**src/rtl/sensor_cell_pkg.sv**
```systemverilog
package sensor_cell_pkg;
    localparam int CFG_BITS = 6;
    localparam int THR_W    = 3;
    localparam int NBR_CNT  = 4;

    typedef enum logic [1:0] {
        NB_NORTH = 2'b00,
        NB_EAST  = 2'b01,
        NB_WEST  = 2'b10,
        NB_SOUTH = 2'b11
    } nbr_sel_e;

    typedef struct packed {
        nbr_sel_e         sel;
        logic             sensor_en;
        logic [THR_W-1:0] thr;
    } cell_cfg_t;
endpackage

```
**src/rtl/sc_cfg_chain.sv**
```systemverilog
module sc_cfg_chain #(
    parameter int N = 6
) (
    input  logic         clk,
    input  logic         user_rst,
    input  logic         shift_en,
    input  logic         ph_a,
    input  logic         ph_b,
    input  logic         sin,
    output logic [N-1:0] word,
    output logic         sout
);
    typedef struct packed {
        logic [N-1:0] mst;
        logic [N-1:0] slv;
    } chain_t;

    chain_t st_d, st_q;

    always_comb begin
        st_d = st_q;
        if (shift_en && ph_a) begin
            for (int i = 0; i < N; i++) begin
                st_d.mst[i] = (i == N-1) ? sin : st_q.slv[i+1];
            end
        end
        if (shift_en && ph_b) begin
            st_d.slv = st_q.mst;
        end
    end

    always_ff @(posedge clk) begin
        st_q <= st_d;
    end

    assign word = st_q.slv;
    assign sout = st_q.slv[0];


    cfg_hold_chk: assert property (@(posedge clk) disable iff (user_rst)
        !shift_en |=> $stable(word));


    cfg_shift_chk: assert property (@(posedge clk) disable iff (user_rst)
        (shift_en && ph_a && !ph_b) ##1 (shift_en && ph_b && !ph_a)
        |=> (word == {$past(sin, 2), $past(word[N-1:1], 2)}));
endmodule

```
**src/rtl/sc_sample_pacer.sv**
```systemverilog
module sc_sample_pacer #(
    parameter int GAP_W = 7
) (
    input  logic             clk,
    input  logic             rst,
    input  logic             en,
    input  logic             strobe,
    input  logic [GAP_W-1:0] gap,
    output logic             accept
);
    localparam logic [GAP_W-1:0] CNT_MAX = '1;
    localparam logic [GAP_W-1:0] CNT_ONE = GAP_W'(1);

    typedef struct packed {
        logic [GAP_W-1:0] cnt;
    } pace_t;

    pace_t st_d, st_q;

    assign accept = en && strobe && (st_q.cnt >= gap);

    always_comb begin
        st_d = st_q;
        if (st_q.cnt != CNT_MAX) begin
            st_d.cnt = st_q.cnt + CNT_ONE;
        end
        if (accept) begin
            st_d.cnt = CNT_ONE;
        end
        if (rst) begin
            st_d.cnt = CNT_MAX;
        end
    end

    always_ff @(posedge clk) begin
        st_q <= st_d;
    end


    no_back_to_back_chk: assert property (@(posedge clk) disable iff (rst)
        (accept && gap > CNT_ONE) |=> !accept);
endmodule

```
**src/rtl/sc_data_reg.sv**
```systemverilog
module sc_data_reg
    import sensor_cell_pkg::*;
(
    input  logic               clk,
    input  logic               rst,
    input  logic               test,
    input  logic               scan_in,
    input  logic               sensor_en,
    input  logic               accept,
    input  logic               rx_bit,
    input  logic [NBR_CNT-1:0] nbr,
    input  nbr_sel_e           sel,
    output logic               q
);
    typedef struct packed {
        logic q;
    } dreg_t;

    dreg_t st_d, st_q;

    always_comb begin
        st_d = st_q;
        if (rst) begin
            st_d.q = 1'b0;
        end else if (test) begin
            st_d.q = scan_in;
        end else if (sensor_en) begin
            if (accept) begin
                st_d.q = rx_bit;
            end
        end else begin
            st_d.q = nbr[sel];
        end
    end

    always_ff @(posedge clk) begin
        st_q <= st_d;
    end

    assign q = st_q.q;


    reset_clear_chk: assert property (@(posedge clk) disable iff (rst)
        $fell(rst) |-> !q);


    scan_load_chk: assert property (@(posedge clk) disable iff (rst)
        test |=> (q == $past(scan_in)));


    pass_through_chk: assert property (@(posedge clk) disable iff (rst)
        (!test && !sensor_en) |=> (q == $past(nbr[sel])));


    sensor_hold_chk: assert property (@(posedge clk) disable iff (rst)
        (!test && sensor_en && !accept) |=> $stable(q));
endmodule

```
**src/rtl/threshold_sensor_cell.sv**
```systemverilog
module threshold_sensor_cell
    import sensor_cell_pkg::*;
#(
    parameter int GAP_W = 7
) (
    input  logic             clk,
    input  logic             user_rst,
    input  logic             test_mode,
    input  logic             scan_in,
    output logic             scan_out,
    input  logic             cfg_en,
    input  logic             cfg_clk_a,
    input  logic             cfg_clk_b,
    input  logic             cfg_src,
    input  logic             cfg_in,
    output logic             cfg_out,
    input  logic             rx_bit,
    input  logic             rx_strobe,
    input  logic [GAP_W-1:0] sample_gap,
    input  logic             nb_north,
    input  logic             nb_east,
    input  logic             nb_west,
    input  logic             nb_south,
    output logic [THR_W-1:0] thresh,
    output logic             cell_out
);
    logic [CFG_BITS-1:0] cfg_word;
    cell_cfg_t           cfg;
    logic                shift_bit;
    logic [NBR_CNT-1:0]  nbr_v;
    logic                accept;
    logic                q;

    assign shift_bit = cfg_src ? rx_bit : cfg_in;

    sc_cfg_chain #(.N(CFG_BITS)) i_chain (
        .clk      (clk),
        .user_rst (user_rst),
        .shift_en (cfg_en),
        .ph_a     (cfg_clk_a),
        .ph_b     (cfg_clk_b),
        .sin      (shift_bit),
        .word     (cfg_word),
        .sout     (cfg_out)
    );

    assign cfg   = cell_cfg_t'(cfg_word);
    assign nbr_v = {nb_south, nb_west, nb_east, nb_north};

    sc_sample_pacer #(.GAP_W(GAP_W)) i_pacer (
        .clk    (clk),
        .rst    (user_rst),
        .en     (cfg.sensor_en && !test_mode),
        .strobe (rx_strobe),
        .gap    (sample_gap),
        .accept (accept)
    );

    sc_data_reg i_dreg (
        .clk       (clk),
        .rst       (user_rst),
        .test      (test_mode),
        .scan_in   (scan_in),
        .sensor_en (cfg.sensor_en),
        .accept    (accept),
        .rx_bit    (rx_bit),
        .nbr       (nbr_v),
        .sel       (cfg.sel),
        .q         (q)
    );

    assign thresh   = cfg.thr;
    assign cell_out = q;
    assign scan_out = q;


    cfg_kept_chk: assert property (@(posedge clk) disable iff (cfg_en)
        user_rst |=> $stable(thresh));
endmodule

```
**config.mk**
```make
export PLATFORM = sky130hd
export DESIGN_NAME = threshold_sensor_cell
export DESIGN_NICKNAME = d
export VERILOG_FILES = /design/src/rtl/sensor_cell_pkg.sv /design/src/rtl/sc_cfg_chain.sv /design/src/rtl/sc_sample_pacer.sv /design/src/rtl/sc_data_reg.sv /design/src/rtl/threshold_sensor_cell.sv
export SDC_FILE = /design/constraint.sdc
export NUM_CORES = 1
export LEC_CHECK = 0
export CAP_MARGIN = 20
export CORE_MARGIN = 5
export CORE_UTILIZATION = 40
export CTS_BUF_LIST = sky130_fd_sc_hd__clkbuf_2 sky130_fd_sc_hd__clkbuf_4 sky130_fd_sc_hd__clkbuf_8
export DETAILED_ROUTE_END_ITERATION = 16
export DONT_BUFFER_PORTS = 1
export HOLD_SLACK_MARGIN = 0.15
export PLACE_DENSITY_LB_ADDON = 0.05
export SETUP_SLACK_MARGIN = 0.02
export SLEW_MARGIN = 25
export SYNTH_ARGS = -nofsm -noshare
export SYNTH_HDL_FRONTEND = slang
export SYNTH_SLANG_ARGS = --single-unit
export TNS_END_PERCENT = 20
```
**constraint.sdc**
```tcl
create_clock -name clk -period 1.6 [get_ports clk]
set_clock_uncertainty 0.1 [all_clocks]
set_input_delay 0.24 -clock clk [delete_from_list [all_inputs] [get_ports clk]]
set_output_delay 0.24 -clock clk [all_outputs]
set_load 0.005 [all_outputs]
```
Word level (Yosys, flattened, before mapping)

Cells that the tools add are included.

Add/sub/neg operators: 1
Order comparisons: 2
Equal/unequal tests: 2
Multiplexer cells: 8
Reductions and logical operators: 8

Operators by type and width:

| operator              | count |
|---|---|
| $mux W7               | 2 |
| $add A7 B1 Y7 const B | 1 |
| $ge A7 B7 Y1          | 1 |
| $ne A7 B7 Y1 const B  | 1 |
| $logic_and A1 B1 Y1   | 5 |
| $mux W1               | 5 |
| $lt A2 B3 Y1 const B  | 1 |
| $ne A3 B3 Y1 const B  | 1 |
| $bmux W1 S2           | 1 |
| $reduce_bool A2 Y1    | 1 |
| $reduce_or A2 Y1      | 1 |
| $logic_not A1 Y1      | 1 |

Register bits after elaboration: 20
Input bits: 22
Output and inout bits: 6
Word-level logic and storage cells: 26

Longest topological paths before layout

Gate-level depths: netlist of run 1.

Depth in word-level cells: 7
Mapped depth: 7
Mapped depth without buffers: 7

Hierarchy

A second synthesis of run 1 with hierarchy kept.

Cell total of the unflattened synthesis: 93
Area, all modules: 1058.5 sq um

Modules (own cells, without submodules):

| module                | instances | cells an instance | area each (sq um) | seq. area each (sq um) |
|---|---|---|---|---|
| sc_sample_pacer       | 1         | 61                | 521.8             | 140.1 |
| sc_cfg_chain          | 1         | 20                | 417.9             | 360.3 |
| sc_data_reg           | 1         | 9                 | 90.1              | 20.0 |
| threshold_sensor_cell | 1         | 3                 | 28.8              | 0.0 |

Worst setup path after synthesis of run 1

No wires, ideal clock.

Kind: flip-flop to flip-flop
Start: register i_pacer.st_q[4] (netlist bit)
End: register i_pacer.st_q[0] (netlist bit)
Library setup time: 0.127 ns
Data arrival time: 1.458 ns
Required time: 1.373 ns
Slack: -0.085 ns
Cell stages (with the launch flop): 7
Buffers on the path: 0
Period minus slack after synthesis: 1.685 ns
Cells stage by stage: dfxtp_1 ha_1 a21oi_1 o21ai_1 a21oi_2 nor4b_4 or3_1

Cells in the longest elaborated chain, start to end: 3
Elaborated cells on any way between the ends: 4
Those cells by class: order compare: 1; eq/ne: 1; reduce/logical: 2

Ends and longest elaborated chain:

| what                       | line                  | source |
|---|---|---|
| from (decl)                | sc_sample_pacer.sv:18 | `pace_t st_d, st_q;` |
| from (signal assigned)     | sc_sample_pacer.sv:36 | `st_q <= st_d;` |
| $ge A7 B7 Y1               | sc_sample_pacer.sv:20 | `assign accept = en && strobe && (st_q.cnt >= gap);` |
| $logic_and A1 B1 Y1        | sc_sample_pacer.sv:20 |  |
| $reduce_or A2 Y1 (no line) | --                    |  |

Parallel ways exist; a longest one is shown, timed or not.
A chain may end at the register's enable or synchronous reset.

Final worst setup path of run 1

Start: register i_pacer.st_q[2] (netlist bit)
End: register i_pacer.st_q[5] (netlist bit)

Cells in the longest elaborated chain, start to end: 3
Elaborated cells on any way between the ends: 7
Those cells by class: add/sub: 1; order compare: 1; eq/ne: 1; mux: 2; reduce/logical: 2

Ends and longest elaborated chain:

| what                                                  | line |
|---|---|
| $add A7 B1 Y7 / $ge A7 B7 Y1 (equally long branches)  | sc_sample_pacer.sv:25, sc_sample_pacer.sv:20 |
| $mux W7 / $logic_and A1 B1 Y1 (equally long branches) | sc_sample_pacer.sv:24, sc_sample_pacer.sv:20 |
| $mux W7 / $reduce_bool A2 Y1 (equally long branches)  | -- |

Parallel ways exist; a longest one is shown, timed or not. The select of a mux whose other input is x is not followed.

==> results of run 1 <==
-- area by class of cell --
class | count | area [µm²]
Fill cell | 219 | 1160
Sequential cell | 20 | 531
Multi-Input combinational cell | 52 | 490
Timing Repair Buffer | 18 | 150
Inverter | 10 | 37.5
Tap cell | 30 | 37.5
Clock inverter | 1 | 30.0
Clock buffer | 3 | 22.5
-- how the worst max path moves through the flow --
| stage | to | slack [ns] | cells after the start |
|---|---|---|---|
| final | i_pacer.st_q[5] | -0.13 | 6 |
| after global routing | i_pacer.st_q[6] | -0.23 | 6 |
| after CTS | i_pacer.st_q[6] | -0.19 | 7 |
| after detailed placement | i_pacer.st_q[0] | -0.23 | 7 |
| after global placement | i_pacer.st_q[0] | -0.22 | 8 |
| after floorplan | i_pacer.st_q[0] | -0.01 | 6 |
-- through the flow --
stage                     utilization  setup slack, ns  TNS [ns]
after global routing            0.529           -0.234     -1.57
after detailed placement        0.476           -0.233    -0.857
final                           0.529           -0.127    -0.812
after global placement          0.476           -0.218    -0.725
after CTS                       0.521           -0.194     -1.19
after floorplan                     -         -0.00977   -0.0125
-- metal layers --
metal	part of all wire	global-route usage	vias up
met3	0.072	0.0511	5
met2	0.48	0.199	17
met1	0.44	0.136	304
met5	0	0	-
met4	0.014	0.0380	0
li1	-	-	340
-- state kept, by name, indices dropped and copies added (netlist names) --
signal / flops
i_pacer.st_q: 7
i_chain.word: 6
i_dreg.q: 1
i_chain.st_q: 6
-- cell families after synthesis --
logic type,synth area share
compound gates,0.0999
fa+ha+maj,0.0986
simple gates,0.143
buf+inv,0.0666
mux,0.0530
flops,0.513
xor+xnor,0.0259
-- power by group --
group	leakage (nW)	total (mW)	internal, mW	switching (mW)
Combinational	0.314	0.826	0.452	0.374
Clock	0.0279	0.415	0.253	0.162
Sequential	0.178	0.708	0.649	0.0589
Total	0.520	1.95	1.35	0.595
-- cell usage in the layout, fill, tap and decap left out, types with 3 or more instances in the layout --
cell type      instances
ha_1                   4
buf_4                 12
inv_1                  9
edfxtp_1              12
o21ai_0                6
ha_4                   4
dfxtp_2                5
nand2_1                7
clkbuf_4               3
dlygate4sd3_1          6
a21oi_2                3
-- tightest hold or removal path, stage by stage --
cell and delay, ns:
nand2_1 0.04, nand2_1 0.05, o221ai_1 0.14, mux2i_1 0.07
-- timing repair --
item / 4_1_cts / 5_1_grt
endpoints found under the hold margin: 9 / 0
pin swaps: 2 / 3
buffers inserted: 2 / 2
hold buffers: 6 / 0
endpoints found under the setup margin: 7 / 8
gates resized for setup: 0 / 4
==> flow_summary.json, run 1 <==
{
  "status": "finished, violations left",
  "failed_checks": "negative setup slack",
  "fin_nets": 135,
  "startpoint_type": "register",
  "slowest_delay_ns": 0.42,
  "synth_seq_cells": 20,
  "cts.reportedPaths.clkPinSlew_ns": 0.12,
  "p_leak_nw": 0.520,
  "syn-num-nets": 116,
  "worstSkewPairLatency_ns": 0.30,
  "final_cells": 134,
  "dieArea_um2": 3640,
  "drt-total-wl_mm": 1.90,
  "drive_above_1_share": 0.365,
  "final_area_um2": 1300,
  "wl_per_cell_um": 14.2,
  "synthArstFlopShare": 0,
  "drt_iter0_markers": 10,
  "cts-root-buf": "clkbuf_4",
  "pwr_density_cell_nw_per_um2": 1500,
  "fp.coreArea_um2": 2450,
  "io_buffers": 0,
  "hold_path_end": "i_dreg.q",
  "cp-startpoint": "i_pacer.st_q[2]",
  "timing.rr.start": "i_pacer.st_q[2]",
  "grt_pass1_wl_mm": 3.14,
  "grt_max_degree": 13,
  "final-setup-viol-count": 8,
  "rows": 18,
  "die_x_um": 60.4,
  "synthCells": 86,
  "hold_slack_ns": 0.161,
  "end_kind": "register",
  "grt_setup_unrepaired": "yes",
  "synth.yosys.warnings": 0,
  "syn_area_per_cell_um2": 11.8,
  "dp_hpwl_mm": 1.48,
  "antenna_cells": 0,
  "yosys-top-cells-count": "edfxtp_1 (12), inv_1 (10), dfxtp_1 (8), ha_1 (8), nand2_1 (7)",
  "cp_data_arrival_time_ns": 1.81,
  "ant_nets": 0,
  "cts.sinks": 20,
  "start_util": 0.413,
  "via_count": 666,
  "fmax_mhz": 579,
  "period_minus_slack_ns": 1.73,
  "yosys-top-cells-area": "edfxtp_1 (36%), dfxtp_1 (16%), ha_1 (9.9%), inv_1 (3.7%), o21ai_0 (3.0%)",
  "syn_to_final_growth_pct": 28.0,
  "hp-class": "in -> reg",
  "cts_max_level": 1,
  "r2r_end": "i_pacer.st_q[5]",
  "synth_edf_count": 12,
  "grtUsageTotal": 0.118,
  "placed_cells": 123,
  "relSlewSlack": 0.699,
  "post-route-period-util": 1.08,
  "vias_per_cell": 4.97,
  "critPathSlowestCell": "nor4b_4",
  "hp-start": "rx_bit",
  "ys.flop_type": "edfxtp_1",
  "rrSetupSlack_ns": -0.13,
  "drv_slew": 0,
  "ios": 28,
  "finalHoldViolations": 0,
  "p_total_mw": 1.95,
  "drc": 0,
  "yosysSeqAreaShare": 0.513,
  "drv_cap": 0,
  "worstPathCellList": "ha_4, nand2_1, o21ai_2, a21oi_2, nor4b_4, o21ai_0",
  "grt_overflow": 0,
  "peakVddDrop_v": 0.00112,
  "r2r.worst_path.cells": 6,
  "synth.most_common_cell": "edfxtp_1",
  "cts_tree": "yes",
  "path_delay_family": "simple AND/OR/NAND/NOR gates",
  "fin_ws_ns": -0.127,
  "dr.pass1.iters": 3,
  "yosysTopAreaCellShare": 0.355,
  "die_h_um": 60.4,
  "cts_buffers": 3,
  "synth.distinct_cells": 29,
  "holdPathStages": 4,
  "dpl-instance-area_um2": 1170,
  "synth.cell_area_um2": 1010,
  "crit_required_ns": 1.68,
  "antenna_found_initial": 0,
  "path_max_fanout": 7,
  "worst-slew-pin-transition_ns": 0.450,
  "grt_pass1_vias": 715,
  "cts.path.max_buffers": 2,
  "yosys.area.top_type": "edfxtp_1",
  "routabilityCongestion": 0.760,
  "crit_buf_inv": 0,
  "critPathKind": "reg -> reg"
}
No activity file was read; power rests on OpenSTA's default activity.
==> run 2, diff against run 1 <==
--- a/config.mk
+++ b/config.mk
@@ -6,7 +6,7 @@
 export NUM_CORES = 1
 export LEC_CHECK = 0
 export CAP_MARGIN = 20
-export CORE_MARGIN = 5
+export CORE_MARGIN = 10
 export CORE_UTILIZATION = 40
 export CTS_BUF_LIST = sky130_fd_sc_hd__clkbuf_2 sky130_fd_sc_hd__clkbuf_4 sky130_fd_sc_hd__clkbuf_8
 export DETAILED_ROUTE_END_ITERATION = 16
==> flow_summary.json, run 2 (synthesized netlist as in run 1, its figures left out) <==
{
  "io_buffers": 0,
  "drt_iter0_markers": 9,
  "drive_above_1_share": 0.369,
  "peakVddDrop_v": 0.000786,
  "via_count": 666,
  "startpoint_type": "register",
  "status": "finished, violations left",
  "dr_wl_met3_um": 145,
  "critPathKind": "reg -> reg",
  "grt_pass1_vias": 680,
  "drt-total-wl_mm": 1.88,
  "grt_setup_unrepaired": "yes",
  "largest_register": "i_pacer.st_q",
  "worst-slew-pin-transition_ns": 0.413,
  "final_util": 0.518,
  "cts.path.max_buffers": 2,
  "die_x_um": 70.4,
  "drv_slew": 0,
  "final-setup-viol-count": 8,
  "vias_per_cell": 5.01,
  "routabilityCongestion": 0.816,
  "wl_met2_um": 908,
  "dp_hpwl_mm": 1.58,
  "grt_overflow": 0,
  "ios": 28,
  "worstSkewPairLatency_ns": 0.29,
  "fp.coreArea_um2": 2450,
  "pwr_density_cell_nw_per_um2": 1390,
  "relSlewSlack": 0.724,
  "die_h_um": 70.4,
  "wl_met1_um": 822,
  "path_max_fanout": 7,
  "cp_data_arrival_time_ns": 1.75,
  "drv_cap": 0,
  "final_common_cell": "edfxtp_1",
  "failed_checks": "negative setup slack",
  "pre_cts_ws_ns": -0.233,
  "cts_max_level": 1,
  "antenna_cells": 0,
  "fin_nets": 134,
  "grtUsageTotal": 0.0751,
  "crit_required_ns": 1.67,
  "grt_max_degree": 12,
  "crit_buf_inv": 0,
  "start_util": 0.413,
  "drc": 0,
  "cts_buffers": 3,
  "fin_ws_ns": -0.0796,
  "dieArea_um2": 4950,
  "rows": 18,
  "highest_layer": "met4",
  "largest_reg_flops": 7,
  "end_kind": "register",
  "antenna_found_initial": 0,
  "dr.pass1.iters": 4,
  "cts_tree": "yes",
  "fill_cells": 222,
  "wl_per_cell_um": 14.2,
  "p_leak_nw": 0.504,
  "hp-class": "in -> reg",
  "path_delay_family": "simple AND/OR/NAND/NOR gates",
  "regArea_um2": 531,
  "multi_input_area_um2": 498,
  "cts.sinks": 20,
  "critPathSlowestCell": "nor4b_4",
  "ant_nets": 0,
  "worstPathCellList": "ha_4, nand2_1, nor2_1, a21oi_2, nor4b_4, o21ai_0",
  "cts-root-buf": "clkbuf_4",
  "grt_pass1_wl_mm": 3.09,
  "period_minus_slack_ns": 1.68,
  "post-route-period-util": 1.05,
  "cts.reportedPaths.clkPinSlew_ns": 0.11,
  "fmax_mhz": 595,
  "finalHoldViolations": 0,
  "syn_to_final_growth_pct": 25.4,
  "final_cell_mix": "edfxtp_1 (12), buf_4 (11), inv_1 (9)",
  "slowest_delay_ns": 0.39
}
[run 2: report_power, final]
part	internal [mW]	switching (mW)	total (mW)
Combinational	0.459	0.370	0.829
Sequential	0.650	0.0633	0.713
Clock	0.0907	0.141	0.231
[run 2: layout make-up]
| type | instances | share of cell area |
|---|---|---|
| clock buffer | 3 | 0.0177 |
| clock inverter | 1 | 0.00295 |
| tap | 30 | 0.0295 |
| sequential | 20 | 0.417 |
| timing repair buffer | 17 | 0.112 |
| inverter | 10 | 0.0295 |
| multi-input combinational | 52 | 0.391 |
[run 2: layer usage]
| layer | vias up | track usage |
|---|---|---|
| met1 | 310 | 0.0851 |
| met4 | 0 | 0.0132 |
| met3 | 2 | 0.0438 |
| li1 | 337 | - |
| met2 | 17 | 0.120 |
| met5 | - | 0 |
[run 2: worst paths after layout]
kind                            slack [ns]             from  cells after the start              end
worst min-delay path                  0.18        rx_strobe                      3  i_pacer.st_q[5]
worst max-delay path                 -0.08  i_pacer.st_q[6]                      6  i_pacer.st_q[1]
worst min register to register        0.33  i_chain.st_q[6]                      0  i_chain.word[0]
worst max register to register       -0.08  i_pacer.st_q[6]                      6  i_pacer.st_q[1]
[run 2: per-stage QoR]
stage	power (mW)	setup TNS (ns)	std cells	instance area (µm²)	hold slack (ns)
5_1_grt	1.92	-1.35	133	1270	0.166
6_report	1.77	-0.480	133	1270	0.176
3_3_place_gp	1.48	-0.766	123	1170	0.245
4_1_cts	1.78	-0.786	133	1260	0.163
2_1_floorplan	1.25	-0.0125	86	1080	0.242
3_5_place_dp	1.50	-0.818	123	1170	0.258
[run 2: worst register-to-register path: stages, from the launching register on]
cell     delay [ns]
dfxtp_2        0.35
ha_4           0.27
nand2_1        0.08
nor2_1         0.12
a21oi_2        0.09
nor4b_4        0.39
o21ai_0        0.15
[run 2: timing repair]
action,4_1_cts,5_1_grt
endpoints found under the setup margin,7,8
hold endpoints to repair,9,0
hold buffers,6,0
pin swaps,5,3
gates resized for setup,4,3
buffers inserted,2,1
==> run 3, diff against run 2 <==
--- a/config.mk
+++ b/config.mk
@@ -5,6 +5,7 @@
 export SDC_FILE = /design/constraint.sdc
 export NUM_CORES = 1
 export LEC_CHECK = 0
+export ABC_AREA = 1
 export CAP_MARGIN = 20
 export CORE_MARGIN = 10
 export CORE_UTILIZATION = 40
@@ -12,7 +13,7 @@
 export DETAILED_ROUTE_END_ITERATION = 16
 export DONT_BUFFER_PORTS = 1
 export HOLD_SLACK_MARGIN = 0.15
-export PLACE_DENSITY_LB_ADDON = 0.05
+export PLACE_DENSITY = 0.64
 export SETUP_SLACK_MARGIN = 0.02
 export SLEW_MARGIN = 25
 export SYNTH_ARGS = -nofsm -noshare
==> flow_summary.json, run 3 <==
{
  "status": "finished, final reports clean",
  "r2r.worst_path.cells": 10,
  "grt_overflow": 0,
  "largest_register": "i_pacer.st_q",
  "yosys-top-cells-area": "edfxtp_1 (34%), dfxtp_1 (15%), nand2_1 (11%), ha_1 (9.5%), inv_1 (8.2%)",
  "synth.yosys.warnings": 0,
  "worstPathCellList": "buf_4, ha_4, nand3_1, nor2_2, nand2_2, nand2_1, nor2_2, nand2_1, nand2_1, o21ai_1",
  "synth_seq_cells": 20,
  "final_area_um2": 1220,
  "top_usage_layer": "met2",
  "via_count": 793,
  "cp.depth": 10,
  "drt_iter0_markers": 25,
  "synth_edf_count": 12,
  "vias_per_cell": 4.96,
  "cp_data_arrival_time_ns": 1.65,
  "relSlewSlack": 0.788,
  "end_kind": "register",
  "grtUsageMet1": 0.0809,
  "yosysSeqAreaShare": 0.495,
  "critPathSlowestCell": "dfxtp_2",
  "use_met2": 0.107,
  "syn_area_per_cell_um2": 8.76,
  "fmax_mhz": 656,
  "path_max_fanout": 5,
  "period_minus_slack_ns": 1.52,
  "endpoint": "i_pacer.st_q[5]",
  "fp.coreArea_um2": 2500,
  "synthCells": 120,
  "fin_nets": 161,
  "routabilityCongestion": 0.770,
  "drv_slew": 0,
  "dp_hpwl_mm": 1.55,
  "yosys.area.top_type": "edfxtp_1",
  "cts_buffers": 3,
  "cts_tree": "yes",
  "synth.cell_area_um2": 1050,
  "final-setup-viol-count": 0,
  "crit_required_ns": 1.73,
  "drt-total-wl_mm": 2.05,
  "ys.flop_type": "edfxtp_1",
  "grtUsageTotal": 0.0708,
  "drive_above_1_share": 0.192,
  "drv_cap": 0,
  "cts.path.max_buffers": 2,
  "rows": 18,
  "fill_cells": 234,
  "worstSkewPairLatency_ns": 0.30,
  "critPathKind": "reg -> reg",
  "yosysTopAreaCellShare": 0.343,
  "antenna_cells": 0,
  "dr.pass1.iters": 4,
  "path_delay_family": "simple AND/OR/NAND/NOR gates",
  "io_buffers": 0,
  "startpoint_type": "register",
  "peakVddDrop_v": 0.000768,
  "dpl-instance-area_um2": 1070,
  "slowest_delay_ns": 0.35,
  "cts.sinks": 20,
  "die_h_um": 71.3,
  "ios": 28,
  "start_util": 0.420,
  "cp-startpoint": "i_pacer.st_q[0]",
  "grt_setup_unrepaired": "yes",
  "cts-root-buf": "clkbuf_4",
  "largest_reg_flops": 7,
  "critPathMostFrequentCell": "nand2_1",
  "hp-class": "in -> reg",
  "pwr_density_cell_nw_per_um2": 1320,
  "hold_slack_ns": 0.183,
  "final_util": 0.487,
  "yosys-top-cells-count": "nand2_1 (30), inv_1 (23), edfxtp_1 (12)",
  "post-route-period-util": 0.953,
  "final_cell_mix": "nand2_1 (29), inv_1 (22), edfxtp_1 (12)",
  "crit_buf_inv": 1,
  "grt_pass1_wl_mm": 3.02,
  "drc": 0,
  "rrSetupSlack_ns": 0.08,
  "r2r_end": "i_pacer.st_q[5]",
  "grtUsageMet3": 0.0413,
  "cts.reportedPaths.clkPinSlew_ns": 0.12,
  "syn_to_final_growth_pct": 15.8,
  "wl_per_cell_um": 12.8,
  "synthArstFlopShare": 0,
  "timing.rr.start": "i_pacer.st_q[0]",
  "synth.most_common_cell": "nand2_1",
  "die_x_um": 71.3,
  "grt_max_degree": 12,
  "worst-slew-pin-transition_ns": 0.316,
  "finalHoldViolations": 0,
  "syn-num-nets": 150,
  "antenna_found_initial": 0,
  "ant_nets": 0,
  "dieArea_um2": 5080,
  "cts_max_level": 1,
  "synth.distinct_cells": 19,
  "grt_pass1_vias": 690,
  "final_common_cell": "nand2_1",
  "p_leak_nw": 0.568
}
-- run 3: changes by cell type after synthesis, moves of 3 or more --
cell      previous run  this run
nand3_1              1         8
nor2_1               2         7
o211ai_1             0         4
inv_1               10        23
nand2_1              7        30
o21ai_0              6         1
a21oi_1              3         6
-- run 3: through the flow --
| step | setup WS (ns) | setup TNS [ns] | cells | power, mW |
|---|---|---|---|---|
| 2_1_floorplan | 0.208 | 0 | 120 | 1.12 |
| 3_3_place_gp | 0.100 | 0 | 148 | 1.21 |
| 3_5_place_dp | 0.0640 | 0 | 148 | 1.23 |
| 4_1_cts | 0.0391 | 0 | 157 | 1.47 |
| 5_1_grt | -0.0470 | -0.108 | 160 | 1.75 |
| 6_report | 0.0758 | 0 | 160 | 1.61 |
-- run 3: worst min-delay path by stage --
stage                     slack (ns)  depth (start not counted)         endpoint  startpoint
after floorplan                 0.27                          2  i_pacer.st_q[0]    user_rst
after global placement          0.28                          2  i_pacer.st_q[0]    user_rst
after detailed placement        0.29                          2  i_pacer.st_q[0]    user_rst
after CTS                       0.18                          2  i_chain.st_q[6]   cfg_clk_a
after global routing            0.18                          2  i_chain.word[4]      cfg_en
final                           0.18                          2  i_chain.word[4]      cfg_en
-- run 3: cell type report --
| type | count | area [µm²] | area share |
|---|---|---|---|
| clock inverter | 1 | 3.75 | 0.00308 |
| multi-input combinational | 74 | 463 | 0.380 |
| timing repair buffer | 9 | 80.1 | 0.0658 |
| tap | 30 | 37.5 | 0.0308 |
| clock buffer | 3 | 22.5 | 0.0185 |
| inverter | 23 | 86.3 | 0.0709 |
| sequential | 20 | 524 | 0.431 |
-- run 3: power by group --
part | switching [mW] | internal, mW | total, mW
logic | 0.361 | 0.307 | 0.667
registers | 0.0714 | 0.631 | 0.702
clock network | 0.149 | 0.0908 | 0.240
total | 0.582 | 1.03 | 1.61
-- run 3: what timing repair did --
| item | 4_1_cts | 5_1_grt |
|---|---|---|
| setup endpoints to repair | 0 | 8 |
| hold buffers | 5 | 0 |
| hold endpoints to repair | 9 | 0 |
| buffers inserted | 0 | 2 |
| gates resized for setup | 0 | 12 |
-- run 3: routing by layer --
metal / vias up / share of wire / routed length [µm]
li1: 408 / - / -
met1: 356 / 0.45 / 925
met2: 27 / 0.47 / 968
met3: 2 / 0.070 / 144
met4: 0 / 0.0044 / 9
met5: - / 0 / 0
-- run 3: cells by family after synthesis --
| group | after synthesis | share of synthesized area |
|---|---|---|
| and+or+nand+nor | 52 | 0.224 |
| buffers and inverters | 27 | 0.111 |
| DFF | 20 | 0.495 |
| AOI/OAI and AO/OA | 13 | 0.0750 |
| adders and majority gates | 8 | 0.0952 |
